===== src/rtl/dsb_pkg.sv =====
// Shared types for the data-side scoreboard.
// Assumes a 32-bit address and a 4-lane data word.
package dsb_pkg;
    localparam int ADDR_W = 32;
    localparam int DATA_W = 32;
    localparam int LANES  = DATA_W / 8;

    typedef enum logic [1:0] {
        RES_OK     = 2'd0,
        RES_FAIL   = 2'd1,
        RES_BUSERR = 2'd2
    } res_e;

    typedef struct packed {
        logic [ADDR_W-1:0] addr;
        logic              store;
        logic [LANES-1:0]  be;
        logic [DATA_W-1:0] data;
        logic              err;
        logic              mis_first;
        logic              mis_second;
    } obs_ent_t;
endpackage


===== src/rtl/dsb_fifo.sv =====
// In-order queue of observed accesses. Shows the head and the entry behind it,
// and retires zero, one or two entries per cycle.
// Assumes DEPTH is a power of two of at least 2. A push into a full queue is
// dropped, even when a pop happens in the same cycle.
module dsb_fifo
    import dsb_pkg::*;
#(
    parameter int DEPTH = 8,
    localparam int AW = $clog2(DEPTH),
    localparam int CW = $clog2(DEPTH + 1)
) (
    input  logic          clk,
    input  logic          rst_n,
    input  logic          push,
    input  obs_ent_t      push_ent,
    input  logic [1:0]    pop_cnt,
    output obs_ent_t      head,
    output obs_ent_t      nxt,
    output logic [CW-1:0] count,
    output logic          full
);
    obs_ent_t        mem [DEPTH];
    logic [AW-1:0]   rd_ptr, wr_ptr;
    logic            push_ok;

    assign full    = (count == CW'(DEPTH));
    assign push_ok = push && !full;
    assign head    = mem[rd_ptr];
    assign nxt     = mem[rd_ptr + AW'(1)];

    // Storage write; the contents need no reset.
    always_ff @(posedge clk) begin
        if (push_ok) mem[wr_ptr] <= push_ent;
    end

    // Pointer and occupancy update.
    always_ff @(posedge clk) begin
        if (!rst_n) begin
            rd_ptr <= '0;
            wr_ptr <= '0;
            count  <= '0;
        end else begin
            if (push_ok) wr_ptr <= wr_ptr + AW'(1);
            rd_ptr <= rd_ptr + AW'(pop_cnt);
            count  <= count + CW'(push_ok) - CW'(pop_cnt);
        end
    end

    // never retire more entries than are held
    a_r12_pop_within_count: assert property (@(posedge clk) disable iff (!rst_n)
        CW'(pop_cnt) <= count);

    // a push into a full queue without a pop leaves occupancy unchanged
    a_r11_full_push_dropped: assert property (@(posedge clk) disable iff (!rst_n)
        (push && full && pop_cnt == 2'd0) |=> (count == $past(count)));
endmodule


===== src/rtl/dsb_match.sv =====
// Combinational matcher: compares one expected access with the queue head,
// and with the entry behind it for split error pairs. Decides the result,
// the number of entries to retire and the next accumulated lane set.
// Assumes queued addresses are word aligned.
module dsb_match
    import dsb_pkg::*;
(
    input  logic [ADDR_W-1:0] exp_addr,
    input  logic [2:0]        exp_len,
    input  logic              exp_store,
    input  logic [DATA_W-1:0] exp_data,
    input  obs_ent_t          head,
    input  logic              head_vld,
    input  obs_ent_t          nxt,
    input  logic              nxt_vld,
    input  logic [LANES-1:0]  seen,
    output logic              fail,
    output logic              buserr,
    output logic [1:0]        pop_cnt,
    output logic [LANES-1:0]  seen_next
);
    logic [1:0]        off;
    logic              len_ok;
    logic [LANES-1:0]  exp_be;
    logic [DATA_W-1:0] bit_mask, shifted;
    logic              data_ok, mis, pair_ok;
    logic [LANES-1:0]  seen_acc;

    // Lane mask, bit mask and shifted data for the expected access.
    always_comb begin
        off     = exp_addr[1:0];
        len_ok  = (exp_len != 3'd0) && (({2'b00, off} + {1'b0, exp_len}) <= 4'd4);
        shifted = exp_data << {off, 3'b000};
        for (int i = 0; i < LANES; i++) begin
            exp_be[i] = (4'(i) >= {2'b00, off}) && (4'(i) < ({2'b00, off} + {1'b0, exp_len}));
            bit_mask[8*i +: 8] = {8{exp_be[i]}};
        end
        data_ok  = (!exp_store && head.err) || (((shifted ^ head.data) & bit_mask) == '0);
        mis      = head.mis_first || head.mis_second;
        seen_acc = seen | exp_be;
        pair_ok  = nxt_vld && nxt.mis_second && (nxt.addr == head.addr + ADDR_W'(4));
    end

    // Decision chain, in checking order.
    always_comb begin
        fail      = 1'b0;
        buserr    = 1'b0;
        pop_cnt   = 2'd0;
        seen_next = seen;
        if (!head_vld || !len_ok) begin
            fail = 1'b1;
        end else if ((head.addr != {exp_addr[ADDR_W-1:2], 2'b00}) || (head.store != exp_store)) begin
            fail = 1'b1;
        end else if (mis) begin
            if (((exp_be & seen) != '0) || ((exp_be & ~head.be) != '0) || !data_ok) begin
                fail = 1'b1;
            end else if (head.err) begin
                if (head.mis_first && head.be[LANES-1]) begin
                    if (pair_ok) begin
                        pop_cnt = 2'd2;
                        buserr  = 1'b1;
                    end else begin
                        fail = 1'b1;
                    end
                end else begin
                    pop_cnt = 2'd1;
                    buserr  = 1'b1;
                end
            end else if (seen_acc == head.be) begin
                pop_cnt = 2'd1;
            end else begin
                seen_next = seen_acc;
            end
        end else if ((exp_be != head.be) || !data_ok) begin
            fail = 1'b1;
        end else begin
            pop_cnt = 2'd1;
            buserr  = head.err;
        end
        if (pop_cnt != 2'd0) seen_next = '0;
    end

    // a failed check never retires anything
    a_r5_fail_no_pop: assert final (!(fail && pop_cnt != 2'd0));
endmodule


===== src/rtl/dside_scoreboard.sv =====
// Data-side access scoreboard top. Queues observed accesses, checks each
// expected access against the head and registers a one-cycle result strobe.
// Assumes at most one expected access per cycle; results are not back-pressured.
module dside_scoreboard
    import dsb_pkg::*;
#(
    parameter int DEPTH = 8
) (
    input  logic        clk,
    input  logic        rst_n,
    input  logic        obs_valid,
    input  logic [31:0] obs_addr,
    input  logic        obs_store,
    input  logic [3:0]  obs_be,
    input  logic [31:0] obs_data,
    input  logic        obs_err,
    input  logic        obs_mis_first,
    input  logic        obs_mis_second,
    input  logic        exp_valid,
    input  logic [31:0] exp_addr,
    input  logic [2:0]  exp_len,
    input  logic        exp_store,
    input  logic [31:0] exp_data,
    output logic        res_valid,
    output logic [1:0]  res_code,
    output logic        overflow
);
    localparam int CW = $clog2(DEPTH + 1);

    obs_ent_t         in_ent, head, nxt;
    logic [CW-1:0]    count;
    logic             full;
    logic             m_fail, m_buserr;
    logic [1:0]       m_pop, pop_cnt;
    logic [LANES-1:0] seen_q, m_seen;

    assign in_ent  = '{addr: obs_addr, store: obs_store, be: obs_be, data: obs_data,
                       err: obs_err, mis_first: obs_mis_first, mis_second: obs_mis_second};
    assign pop_cnt = exp_valid ? m_pop : 2'd0;

    dsb_fifo #(.DEPTH(DEPTH)) u_fifo (
        .clk(clk), .rst_n(rst_n), .push(obs_valid), .push_ent(in_ent),
        .pop_cnt(pop_cnt), .head(head), .nxt(nxt), .count(count), .full(full)
    );

    dsb_match u_match (
        .exp_addr(exp_addr), .exp_len(exp_len), .exp_store(exp_store), .exp_data(exp_data),
        .head(head), .head_vld(count != '0), .nxt(nxt), .nxt_vld(count > CW'(1)),
        .seen(seen_q), .fail(m_fail), .buserr(m_buserr), .pop_cnt(m_pop), .seen_next(m_seen)
    );

    // Accumulated lanes of the head entry, advanced only by a check.
    always_ff @(posedge clk) begin
        if (!rst_n)         seen_q <= '0;
        else if (exp_valid) seen_q <= m_seen;
    end

    // Registered result strobe and code.
    always_ff @(posedge clk) begin
        if (!rst_n) begin
            res_valid <= 1'b0;
            res_code  <= RES_OK;
        end else begin
            res_valid <= exp_valid;
            res_code  <= m_fail ? RES_FAIL : (m_buserr ? RES_BUSERR : RES_OK);
        end
    end

    // Sticky overflow on a dropped push.
    always_ff @(posedge clk) begin
        if (!rst_n)                 overflow <= 1'b0;
        else if (obs_valid && full) overflow <= 1'b1;
    end

    // every check yields a strobe in the next cycle
    a_r2_strobe_follows: assert property (@(posedge clk) disable iff (!rst_n)
        exp_valid |=> res_valid);
    // no strobe without a check
    a_r2_no_spurious: assert property (@(posedge clk) disable iff (!rst_n)
        !exp_valid |=> !res_valid);
    // a check against an empty queue fails
    a_r3_empty_fails: assert property (@(posedge clk) disable iff (!rst_n)
        (exp_valid && count == '0) |=> (res_code == RES_FAIL));
    // a failed check with no push keeps the occupancy
    a_r5_fail_keeps_queue: assert property (@(posedge clk) disable iff (!rst_n)
        (exp_valid && m_fail && !obs_valid) |=> (count == $past(count)));
    // overflow stays set
    a_r11_overflow_sticky: assert property (@(posedge clk) disable iff (!rst_n)
        overflow |=> overflow);
endmodule


===== config.mk =====
export PLATFORM = sky130hd
export DESIGN_NAME = dside_scoreboard
export DESIGN_NICKNAME = d
export VERILOG_FILES = /design/src/rtl/dsb_pkg.sv /design/src/rtl/dsb_fifo.sv /design/src/rtl/dsb_match.sv /design/src/rtl/dside_scoreboard.sv
export SDC_FILE = /design/constraint.sdc
export NUM_CORES = 1
export LEC_CHECK = 0
export BUFFER_PORTS_ARGS = -buffer_cell sky130_fd_sc_hd__buf_2
export CAP_MARGIN = 5
export CORE_MARGIN = 5
export CORE_UTILIZATION = 60
export CTS_CLUSTER_SIZE = 24
export DETAILED_ROUTE_END_ITERATION = 16
export GPL_TIMING_DRIVEN = 0
export HOLD_SLACK_MARGIN = 0.06
export MAX_ROUTING_LAYER = met4
export PLACE_DENSITY = 0.88
export RECOVER_POWER = 50
export SETUP_SLACK_MARGIN = 0.1
export SKIP_LAST_GASP = 1
export SLEW_MARGIN = 20
export SYNTH_ARGS = -nofsm -noshare
export SYNTH_HDL_FRONTEND = slang
export SYNTH_SLANG_ARGS = --single-unit
export TNS_END_PERCENT = 30

===== constraint.sdc =====
create_clock -name clk -period 7.3 [get_ports clk]
set_input_delay 0.365 -clock clk [delete_from_list [all_inputs] [get_ports clk]]
set_output_delay 0.365 -clock clk [all_outputs]
set_load 0.02 [all_outputs]

**Word-level counts from Yosys, hierarchy flattened**

Memory sizes are Yosys's and may differ from the RTL's. A register that Yosys moved wholly into a read port is not among the register bits.
Cells that the tools add are included.

- Flip-flop bits (word level): 18
- RAM bits: 576
- Input bits: 144
- Word-level logic and storage cells: 113
- Memories: 1

- $add $sub $neg: 7
- $lt $le $gt $ge: 9
- Eq/ne operators: 11
- Shifts and indexed selects: 1
- Multiplexer cells: 38
- Bitwise logic cells: 7
- Reduce and logical (&&, ||, !) cells: 31

Memories:

| name | words | bits a word | rd ports | clocked after memory_dff | write ports | RTL line | RTL |
|---|---|---|---|---|---|---|---|
| u_fifo.mem | 8 | 72 | 2 | 1 | 1 | dsb_fifo.sv:22 | `obs_ent_t mem [DEPTH];` |

Operator list:

| kind | number |
|---|---|
| $add A32 B3 Y32 const B | 1 |
| $and A32 B32 Y32 | 1 |
| $eq A32 B32 Y1 | 1 |
| $logic_not A32 Y1 | 1 |
| $ne A32 B32 Y1 | 1 |
| $shl A32 B5 Y32 | 1 |
| $xor A32 B32 Y32 | 1 |
| $mux W4 | 7 |
| $mux W1 | 21 |
| $mux W2 | 9 |
| $reduce_bool A4 Y1 | 3 |
| $logic_and A1 B1 Y1 | 10 |
| $ne A2 B2 Y1 const B | 5 |
| $and A4 B4 Y4 | 2 |
| $lt A1 B4 Y1 const A | 2 |
| $lt A2 B4 Y1 const A | 2 |
| $logic_or A1 B1 Y1 | 7 |
| $reduce_and A7 Y1 | 1 |
| $add A3 B1 Y3 const B | 2 |
| $logic_not A1 Y1 | 5 |
| $add A2 B3 Y4 | 1 |
| $add A4 B1 Y4 | 1 |
| $eq A4 B4 Y1 | 1 |
| $eq A4 B4 Y1 const B | 1 |
| 15 further kinds | 17 |

**Depth between registers and ports, before layout**

Gate-level depths: netlist (run 1).

- Depth after elaboration: 15
- Depth in mapped cells: 24
- Mapped depth without buffers: 19

**Modules after synthesis**

From an unflattened synthesis (run 1), not the netlist that was laid out.

- Cell total of the unflattened synthesis: 1656
- Area total of the unflattened synthesis: 30865.9 µm²

Modules (own cells, without submodules):

| module | times used | cells each | area each (µm²) | seq. area each (µm²) |
|---|---|---|---|---|
| dsb_fifo | 1 | 1157 | 27083.5 | 17496.8 |
| dsb_match | 1 | 472 | 3490.8 | 0.0 |
| dside_scoreboard | 1 | 27 | 291.5 | 160.2 |

**Worst setup path after synthesis (run 1)**

Ideal clock, no wire load.

- Kind: register to register
- Start point: register u_fifo.count[2]
- End point: memory u_fifo.mem[0][0] (netlist bit), enable pin
- Arrival: 5.936 ns
- Data required time: 6.709 ns
- Slack: 0.773 ns
- Stages on the path, launching flop included: 6
- Buffers on the path: 0
- Period minus slack after synthesis: 6.527 ns
- Cells stage by stage: dfxtp_1 -> inv_1 -> ha_1 -> a21boi_1 -> nand2b_1 -> nor3_1

- Word-level cells in the longest chain between the ends: 5

RTL lines:

| item | RTL line | RTL |
|---|---|---|
| from (decl) | dsb_fifo.sv:19 | `output logic [CW-1:0] count,` |
| from (signal assigned) | dsb_fifo.sv:45 | `count <= count + CW'(push_ok) - CW'(pop_cnt);` |
| $eq A4 B4 Y1 | dsb_fifo.sv:26 | `assign full = (count == CW'(DEPTH));` |
| $logic_not A1 Y1 | dsb_fifo.sv:27 | `assign push_ok = push && !full;` |
| $logic_and A1 B1 Y1 | dsb_fifo.sv:27 |  |
| via u_fifo.push_ok | dsb_fifo.sv:24 | `logic push_ok;` |
| $mux W1 | dsb_fifo.sv:33 | `if (push_ok) mem[wr_ptr] <= push_ent;` |
| $mux W1 (implied by the code) | dsb_fifo.sv:33 |  |
| to (decl) | dsb_fifo.sv:22 |  |

The timed path passes the listed nets, and every way through them passes these cells.

**Final worst setup path (run 1)**

- Start point: register u_fifo.rd_ptr[0]
- End point: register u_fifo.count[3]

- Word-level cells in the longest chain between the ends: 13

RTL lines:

| item | RTL line | RTL |
|---|---|---|
| from (decl) | dsb_fifo.sv:23 | `logic [AW-1:0] rd_ptr, wr_ptr;` |
| from (signal assigned) | dsb_fifo.sv:44 | `rd_ptr <= rd_ptr + AW'(pop_cnt);` |
| $add A3 B1 Y3 * | dsb_fifo.sv:29 | `assign nxt = mem[rd_ptr + AW'(1)];` |
| $mem_v2 Z8 W72 * | -- |  |
| $eq A32 B32 Y1 / $logic_and A1 B1 Y1 (equally long branches) | dsb_match.sv:41 | `pair_ok = nxt_vld && nxt.mis_second && (nxt.addr == head.addr + ADDR_W'(4));` |
| $logic_and A1 B1 Y1 * | dsb_match.sv:41 |  |
| $mux W2 * | dsb_match.sv:59 | `if (pair_ok) begin` |
| $mux W2 * | dsb_match.sv:58 | `if (head.mis_first && head.be[LANES-1]) begin` |
| $mux W2 * | dsb_match.sv:57 | `end else if (head.err) begin` |
| $mux W2 * | dsb_match.sv:55 | `if (((exp_be & seen) != '0) \|\| ((exp_be & ~head.be) != '0) \|\| !data_ok) begin` |
| $mux W2 * | dsb_match.sv:54 | `end else if (mis) begin` |
| $mux W2 * | dsb_match.sv:52 | `end else if ((head.addr != {exp_addr[ADDR_W-1:2], 2'b00}) \|\| (head.store != exp_store)) begin` |
| $mux W2 * | dsb_match.sv:50 | `if (!head_vld \|\| !len_ok) begin` |
| $mux W2 * | dside_scoreboard.sv:39 | `assign pop_cnt = exp_valid ? m_pop : 2'd0;` |
| $sub A4 B2 Y4 * | dsb_fifo.sv:45 |  |

Mark *: on every way between the ends. The rest lies on a longest branch, timed or not.
A chain may end at the register's enable or synchronous reset.

==> qor.txt, run 1 <==
Async S/R FF share, synth: 0%
Mapped Area: 27,600 um2
Sw Share: 24.2%
RSZ-0062 raised after global routing: no
CP max stage delay: 0.59 ns
layout cells sized above 1: 24.9%
Clock Skew: 0.0214 ns
NetSw: 1.89 mW
Unique masters post-synth: 80
Post-CTS Hold Fix Bufs: 74
Die Span Y: 224 um
Mapped Avg Cell Area: 18.6 um2
Peak supply drop: 0.214 mV
most frequent cells in the layout: edfxtp_1, mux4_2, mux2i_1, clkbuf_1, buf_2
DPL Wire Length: 49,400 um
final WL: 74,200 um
Final Non-Filler Cells: 2,462
CP delay by family, top: buffers and inverters
CP max FO: 10
Core Region: 45,400 um2
crit path cell chain: buf_2, buf_4, buf_4, buf_4, buf_6, buf_4, buf_2, mux4_2, mux2i_1, xnor2_1, nand4_1, o21ai_0, nand4_1, o21a_1, or4_1, ha_1, ha_1, a21o_1, a21oi_1, xor2_1, and2_1
routed wl met2: 36,600 um
flops & latches, synth: 594
Rows: 78
final period utilization: 94.7%
largest net degree at the start of global routing: 23
outcome: finished, final reports clean
post-place setup slack: 0.577 ns
crit end category: flop
final hold viol count: 0
WP data required: 7.82 ns
worst slew pin tran: 0.987 ns
number of DRC markers in iteration 0: 2,203
area grow syn2layout: 17.3%
combinational share of power: 11.4%
synth warn: 0
Clk pwr share: 38.1%
fmax: 145 MHz
Port Buffers: 147
dpl cells: 2,275
min cycle time layout: 6.91 ns
CTS sink count: 594
Cells after Synth: 1,484
leakage dissipation: 10.4 nW
Pint: 5.93 mW
H-Tree Depth: 2
Final WS setup: 0.388 ns
post-synth net total: 1,648
Inserted Clock Buffers: 58
Die Span X: 224 um
clock latency on the worst-skew pair: 0.64 ns
Global Route Usage Sum: 30.4%
highest routed layer: met4
worst setup path category: flop to flop
most common cell after layout, fill and taps aside: edfxtp_1
final setup fails: 0
fin. max-slew vios: 0
die area: 50,300 um2
DRT met1 WL: 26,000 um
Post-route DRC: 0
max_slew headroom: 32.3%
initial antenna violation count: 5
Overflow after GRT: 0
drt via density: 6.86
number of flops mapped to enable cells by yosys: 576
Worst Path Buf+Inv: 7
Pwr Density: 242 nW/um2
remaining antenna violation count: 0
# resized after CTS: 0
Vias: 16,900
vias in the first global route: 17,236
sequential-to-total area share from yosys stat: 64.1%
CP arrival: 7.43 ns
Clock transition at path regs: 0.06 ns
Final Net Count: 1,973
Hold Path Class: input port to flop
Root Buffer: clkbuf_16
GP Congestion: 0.963
initial core utilization: 60.7%
DR WL/cell: 30.1 um
drt pass-1 iters: 7
CTS tree: done
maximum root-to-sink buffer count: 3
met3 routed WL: 8360 um
ys flop type: edfxtp_1
Seq pwr share: 50.6%
Post-CTS Setup Bufs: 0
kind of launch point of the worst setup path: flop
first-pass GRT wire length: 110,000 um
crit path max-delay cell type: or4_1
Most common cell on crit path: buf_4
max cap viols: 0
I/O pin count: 148
-- stage by stage --
stage	area (um2)	util (%)	TNS, ns	power (mW)	hold WS, ns
after floorplan	27600	-	0	4.52	0.464
after global placement	29000	64.0	-934.97	4.81	0.472
after detailed placement	29800	65.6	0	4.86	0.499
after CTS	32400	71.4	0	7.82	0.0710
after global routing	32300	71.2	0	8.07	0.0811
final	32300	71.2	0	7.83	0.0901
-- power by group through the flow --
stage               Sequential [mW]  Clock (mW)  Combinational, mW
global placement               4.06           0              0.743
CTS                            3.95        2.99              0.881
finish                         3.96        2.98              0.891
floorplan                      4.03           0              0.494
detailed placement             4.02           0              0.833
global route                   3.96        3.17              0.943
-- area by class of cell --
type                       count  area, um2
fill                        2679      13100
timing repair buffer         265       2070
multi-input combinational    802       9390
sequential                   594      17700
clock buffer                  74       1530
buffer                        72        498
inverter                      16       62.6
clock inverter                34        355
antenna                        5       12.5
tap                          600        751
-- worst reg2reg max path: cells and delay by family (launching register included) --
| family | cells | cell delay (ns) |
|---|---|---|
| buffers and inverters | 7 | 2.29 |
| AND/OR/NAND/NOR | 4 | 1.23 |
| multiplexers | 2 | 1.07 |
| AO/OA/AOI/OAI | 4 | 0.86 |
| adder cells (fa/ha/maj) | 2 | 0.67 |
| flip-flops | 1 | 0.40 |
| XOR/XNOR | 2 | 0.26 |
-- flip-flops by register name, summed over array words and instances, names as in the netlist --
register       count
res_code           2
u_fifo.mem       576
u_fifo.rd_ptr      3
u_fifo.wr_ptr      3
seen_q             4
u_fifo.count       4
res_valid          1
overflow           1
-- cell usage after synthesis (3+ instances only) --
cell type | instances | area (um2)
nand2b_1 | 7 | 43.8
and2_1 | 11 | 68.8
nor4_1 | 12 | 75.1
mux4_1 | 24 | 631
clkbuf_1 | 15 | 56.3
nor4_2 | 4 | 50.1
nand4_1 | 27 | 169
nor2_1 | 43 | 161
mux2i_1 | 143 | 1430
a22o_1 | 9 | 78.8
dfxtp_1 | 18 | 360
a21oi_1 | 29 | 145
mux4_2 | 166 | 3740
nand2_1 | 25 | 93.8
nor3b_1 | 7 | 52.6
or3_1 | 6 | 37.5
a22oi_1 | 4 | 30.0
nor3_1 | 9 | 45.0
buf_2 | 19 | 95.1
buf_4 | 22 | 165
buf_1 | 5 | 18.8
buf_12 | 4 | 80.1
a21o_1 | 3 | 22.5
edfxtp_1 | 576 | 17300
xnor2_1 | 62 | 543
o21ai_0 | 13 | 65.1
xor2_1 | 47 | 412
a211oi_1 | 9 | 67.6
a31oi_1 | 4 | 25.0
or2_2 | 5 | 31.3
or4_1 | 7 | 52.6
buf_6 | 6 | 67.6
nand3_1 | 12 | 60.1
mux2i_2 | 8 | 110
fa_1 | 3 | 60.1
mux2_2 | 5 | 56.3
nor2b_1 | 18 | 113
a221oi_1 | 9 | 78.8
o211ai_1 | 5 | 37.5
inv_1 | 15 | 56.3
ha_1 | 17 | 213
-- logic make-up after synthesis --
logic type      count (synthesis)  synth area share [%]
flops                         594                  64.1
mux                           348                  21.8
simple gates                  213                  4.63
compound gates                111                  2.90
xor+xnor                      110                  3.56
buf+inv                        88                  2.03
fa+ha+maj                      20                 0.990
-- metal layers --
metal	GRT usage, %	vias up
met5	-	-
met4	10.5	0
met3	5.99	221
met2	48.8	1278
met1	39.8	8575
li1	-	6826
-- worst paths after layout --
check,startpoint,endpoint,cells past startpoint,slack [ns]
worst max-delay path,u_fifo.rd_ptr[0],u_fifo.count[3],21,0.39
worst min-delay path,rst_n,u_fifo.wr_ptr[0],2,0.09
worst max register to register,u_fifo.rd_ptr[0],u_fifo.count[3],21,0.39
worst min register to register,overflow,overflow,2,0.51
Power figures use the tool's default switching activity.
==> run 2: changes to the inputs <==
--- a/config.mk
+++ b/config.mk
@@ -8,13 +8,13 @@
 export BUFFER_PORTS_ARGS = -buffer_cell sky130_fd_sc_hd__buf_2
 export CAP_MARGIN = 5
 export CORE_MARGIN = 5
-export CORE_UTILIZATION = 60
+export CORE_UTILIZATION = 55
 export CTS_CLUSTER_SIZE = 24
 export DETAILED_ROUTE_END_ITERATION = 16
 export GPL_TIMING_DRIVEN = 0
 export HOLD_SLACK_MARGIN = 0.06
 export MAX_ROUTING_LAYER = met4
-export PLACE_DENSITY = 0.88
+export PLACE_DENSITY = 0.86
 export RECOVER_POWER = 50
 export SETUP_SLACK_MARGIN = 0.1
 export SKIP_LAST_GASP = 1
==> constraint.sdc (replaced) <==
create_clock -name clk -period 5.9 [get_ports clk]
set_input_delay 0.295 -clock clk [delete_from_list [all_inputs] [get_ports clk]]
set_output_delay 0.295 -clock clk [all_outputs]
set_load 0.02 [all_outputs]
==> run 2 against run 1 <==
Final area grew 1.5%; clock power grew 18%; critical endpoint unchanged; worst hold slack gained 0.25 ns; largest power group unchanged; power grew 22%; critical path type unchanged; sequential cell count is the same.
==> qor.txt, run 2 (synthesis results as in run 1) <==
post-place setup slack: -0.792 ns (-1.37 ns)
Reg with most FFs: u_fifo.mem
Pwr Density: 291 nW/um2 (+20%)
Post-route DRC: 0 (unchanged)
Core Region: 49,900 um2 (+9.9%)
initial antenna violation count: 5 (unchanged)
Die Span Y: 234 um (+4.2%)
max_slew headroom: 16.4% (-16 points)
clock latency on the worst-skew pair: 0.63 ns (about the same)
WP data required: 6.47 ns (-1.35 ns)
CP arrival: 6.17 ns (-1.26 ns)
Design Power: 9.56 mW (+22%)
Overflow after GRT: 0 (unchanged)
Rows: 82 (+5.1%)
RSZ-0062 raised after global routing: no
Clock Skew: 0.0163 ns (-0.00515 ns)
Die Span X: 234 um (+4.2%)
area grow syn2layout: 19.0%
fmax: 179 MHz (+24%)
most common cell after layout, fill and taps aside: edfxtp_1
crit end category: flop
layout cells sized above 1: 25.9% (+1.0 points)
Clock transition at path regs: 0.06 ns (about the same)
most frequent cells in the layout: edfxtp_1, mux4_2, mux2i_1, clkbuf_1, buf_2
DR WL/cell: 28.5 um (-5.3%)
first-pass GRT wire length: 108,000 um (-2.0%)
maximum root-to-sink buffer count: 3 (unchanged)
H-Tree Depth: 2 (unchanged)
post-route setup TNS: 0 ns (unchanged)
Hold Path Class: input port to flop
Root Buffer: clkbuf_16
final setup fails: 0 (unchanged)
max cap viols: 0 (unchanged)
kind of launch point of the worst setup path: flop
Final WS setup: 0.308 ns (-0.0802 ns)
Final Net Count: 1,981 (+0.41%)
GP Congestion: 0.932 (-3.2%)
final WL: 72,500 um (-2.2%)
number of DRC markers in iteration 0: 1,921 (-13%)
CTS sink count: 594 (unchanged)
min cycle time layout: 5.59 ns (-1.32 ns)
outcome: finished, final reports clean
Global Route Usage Sum: 27.6% (-2.9 points)
fin. max-slew vios: 0 (unchanged)
Port Buffers: 147 (unchanged)
final period utilization: 94.8% (+0.098 points)
Peak supply drop: 0.238 mV (+11%)
leakage dissipation: 10.5 nW (+0.77%)
initial core utilization: 55.3% (-5.5 points)
largest net degree at the start of global routing: 22 (-4.3%)
worst setup path category: flop to flop
final hold viol count: 0 (unchanged)
DPL Wire Length: 49,700 um (+0.58%)
hold_ws: 0.341 ns (+0.251 ns)
die area: 54,700 um2 (+8.7%)
vias in the first global route: 17,102 (-0.78%)
drt via density: 6.51 (-5.2%)
remaining antenna violation count: 0 (unchanged)
max reg flops: 576 (unchanged)
CTS tree: done
worst slew pin tran: 1.25 ns (+0.262 ns)
drt pass-1 iters: 5 (-2)
Vias: 16,537 (-2.1%)
I/O pin count: 148 (unchanged)
largest registers: u_fifo.mem: 576 flops, seen_q: 4 flops, u_fifo.count: 4 flops
CP max FO: 10 (unchanged)
Inserted Clock Buffers: 58 (unchanged)
[run 2: cell types whose count changed in the layout (fill, tap and decap cells not counted), moves of 7 or more]
cell / previous run / this run
buf_12: 18 / 26
buf_2: 89 / 77
buf_4: 38 / 26
buf_8: 1 / 17
clkbuf_2: 0 / 8
mux2i_1: 143 / 136
[run 2: power breakdown]
part / switching [mW] / internal, mW
combinational: 0.661 / 0.467
clock: 1.55 / 1.98
sequential: 0.0660 / 4.83
[run 2: worst paths after layout]
| kind | slack [ns] | from | to | cells after the start |
|---|---|---|---|---|
| max | 0.31 | u_fifo.rd_ptr[0] | u_fifo.count[3] | 18 |
| min | 0.34 | exp_store | res_code[1] | 4 |
| max reg2reg | 0.31 | u_fifo.rd_ptr[0] | u_fifo.count[3] | 18 |
| min reg2reg | 0.54 | seen_q[1] | seen_q[1] | 2 |
[run 2: layer usage]
layer / up-vias / GRT usage [%] / part of all wire (%)
met4: 0 / 9.18 / 3.3
li1: 6854 / - / -
met1: 8448 / 35.8 / 37
met5: - / - / 0
met2: 1074 / 44.2 / 49
met3: 161 / 5.81 / 10
[run 2: layout make-up]
| cell class | instances | area [um2] |
|---|---|---|
| clock buffer | 81 | 1570 |
| fill | 3261 | 17100 |
| inverter | 16 | 62.6 |
| multi-input combinational | 802 | 9500 |
| antenna | 6 | 15.0 |
| clock inverter | 26 | 218 |
| tap | 672 | 841 |
| timing repair buffer | 273 | 2200 |
| sequential | 594 | 17700 |
| buffer | 72 | 744 |
[run 2: per-stage QoR]
step | area, um2 | utilization [%] | std cells
floorplan | 27600 | - | 1484
global placement | 29100 | 58.4 | 2303
detailed placement | 29900 | 60.0 | 2344
CTS | 32700 | 65.5 | 2531
global route | 32800 | 65.8 | 2541
finish | 32800 | 65.8 | 2542
[run 2: worst max-delay path, stage by stage (launching register included)]
cell and delay [ns]:
dfxtp_2 0.35, ha_1 0.30, clkbuf_2 0.36, clkbuf_2 0.46
clkbuf_1 0.61, mux4_2 0.42, mux2i_1 0.23, xnor2_1 0.29
xnor2_1 0.19, nor4_4 0.31, nand4_1 0.13, buf_4 0.18
or4_4 0.45, ha_1 0.34, ha_1 0.32, a21o_1 0.17
a21oi_1 0.16, xor2_1 0.16, and2_1 0.13
[run 2: timing repair]
action                     CTS  global route
hold buffers                76             0
setup buffers                4             5
setup endpoints to repair   10             3
hold endpoints to repair   584             0
pin swaps                    4             1
resized for setup           50            44
cloned                       0             0
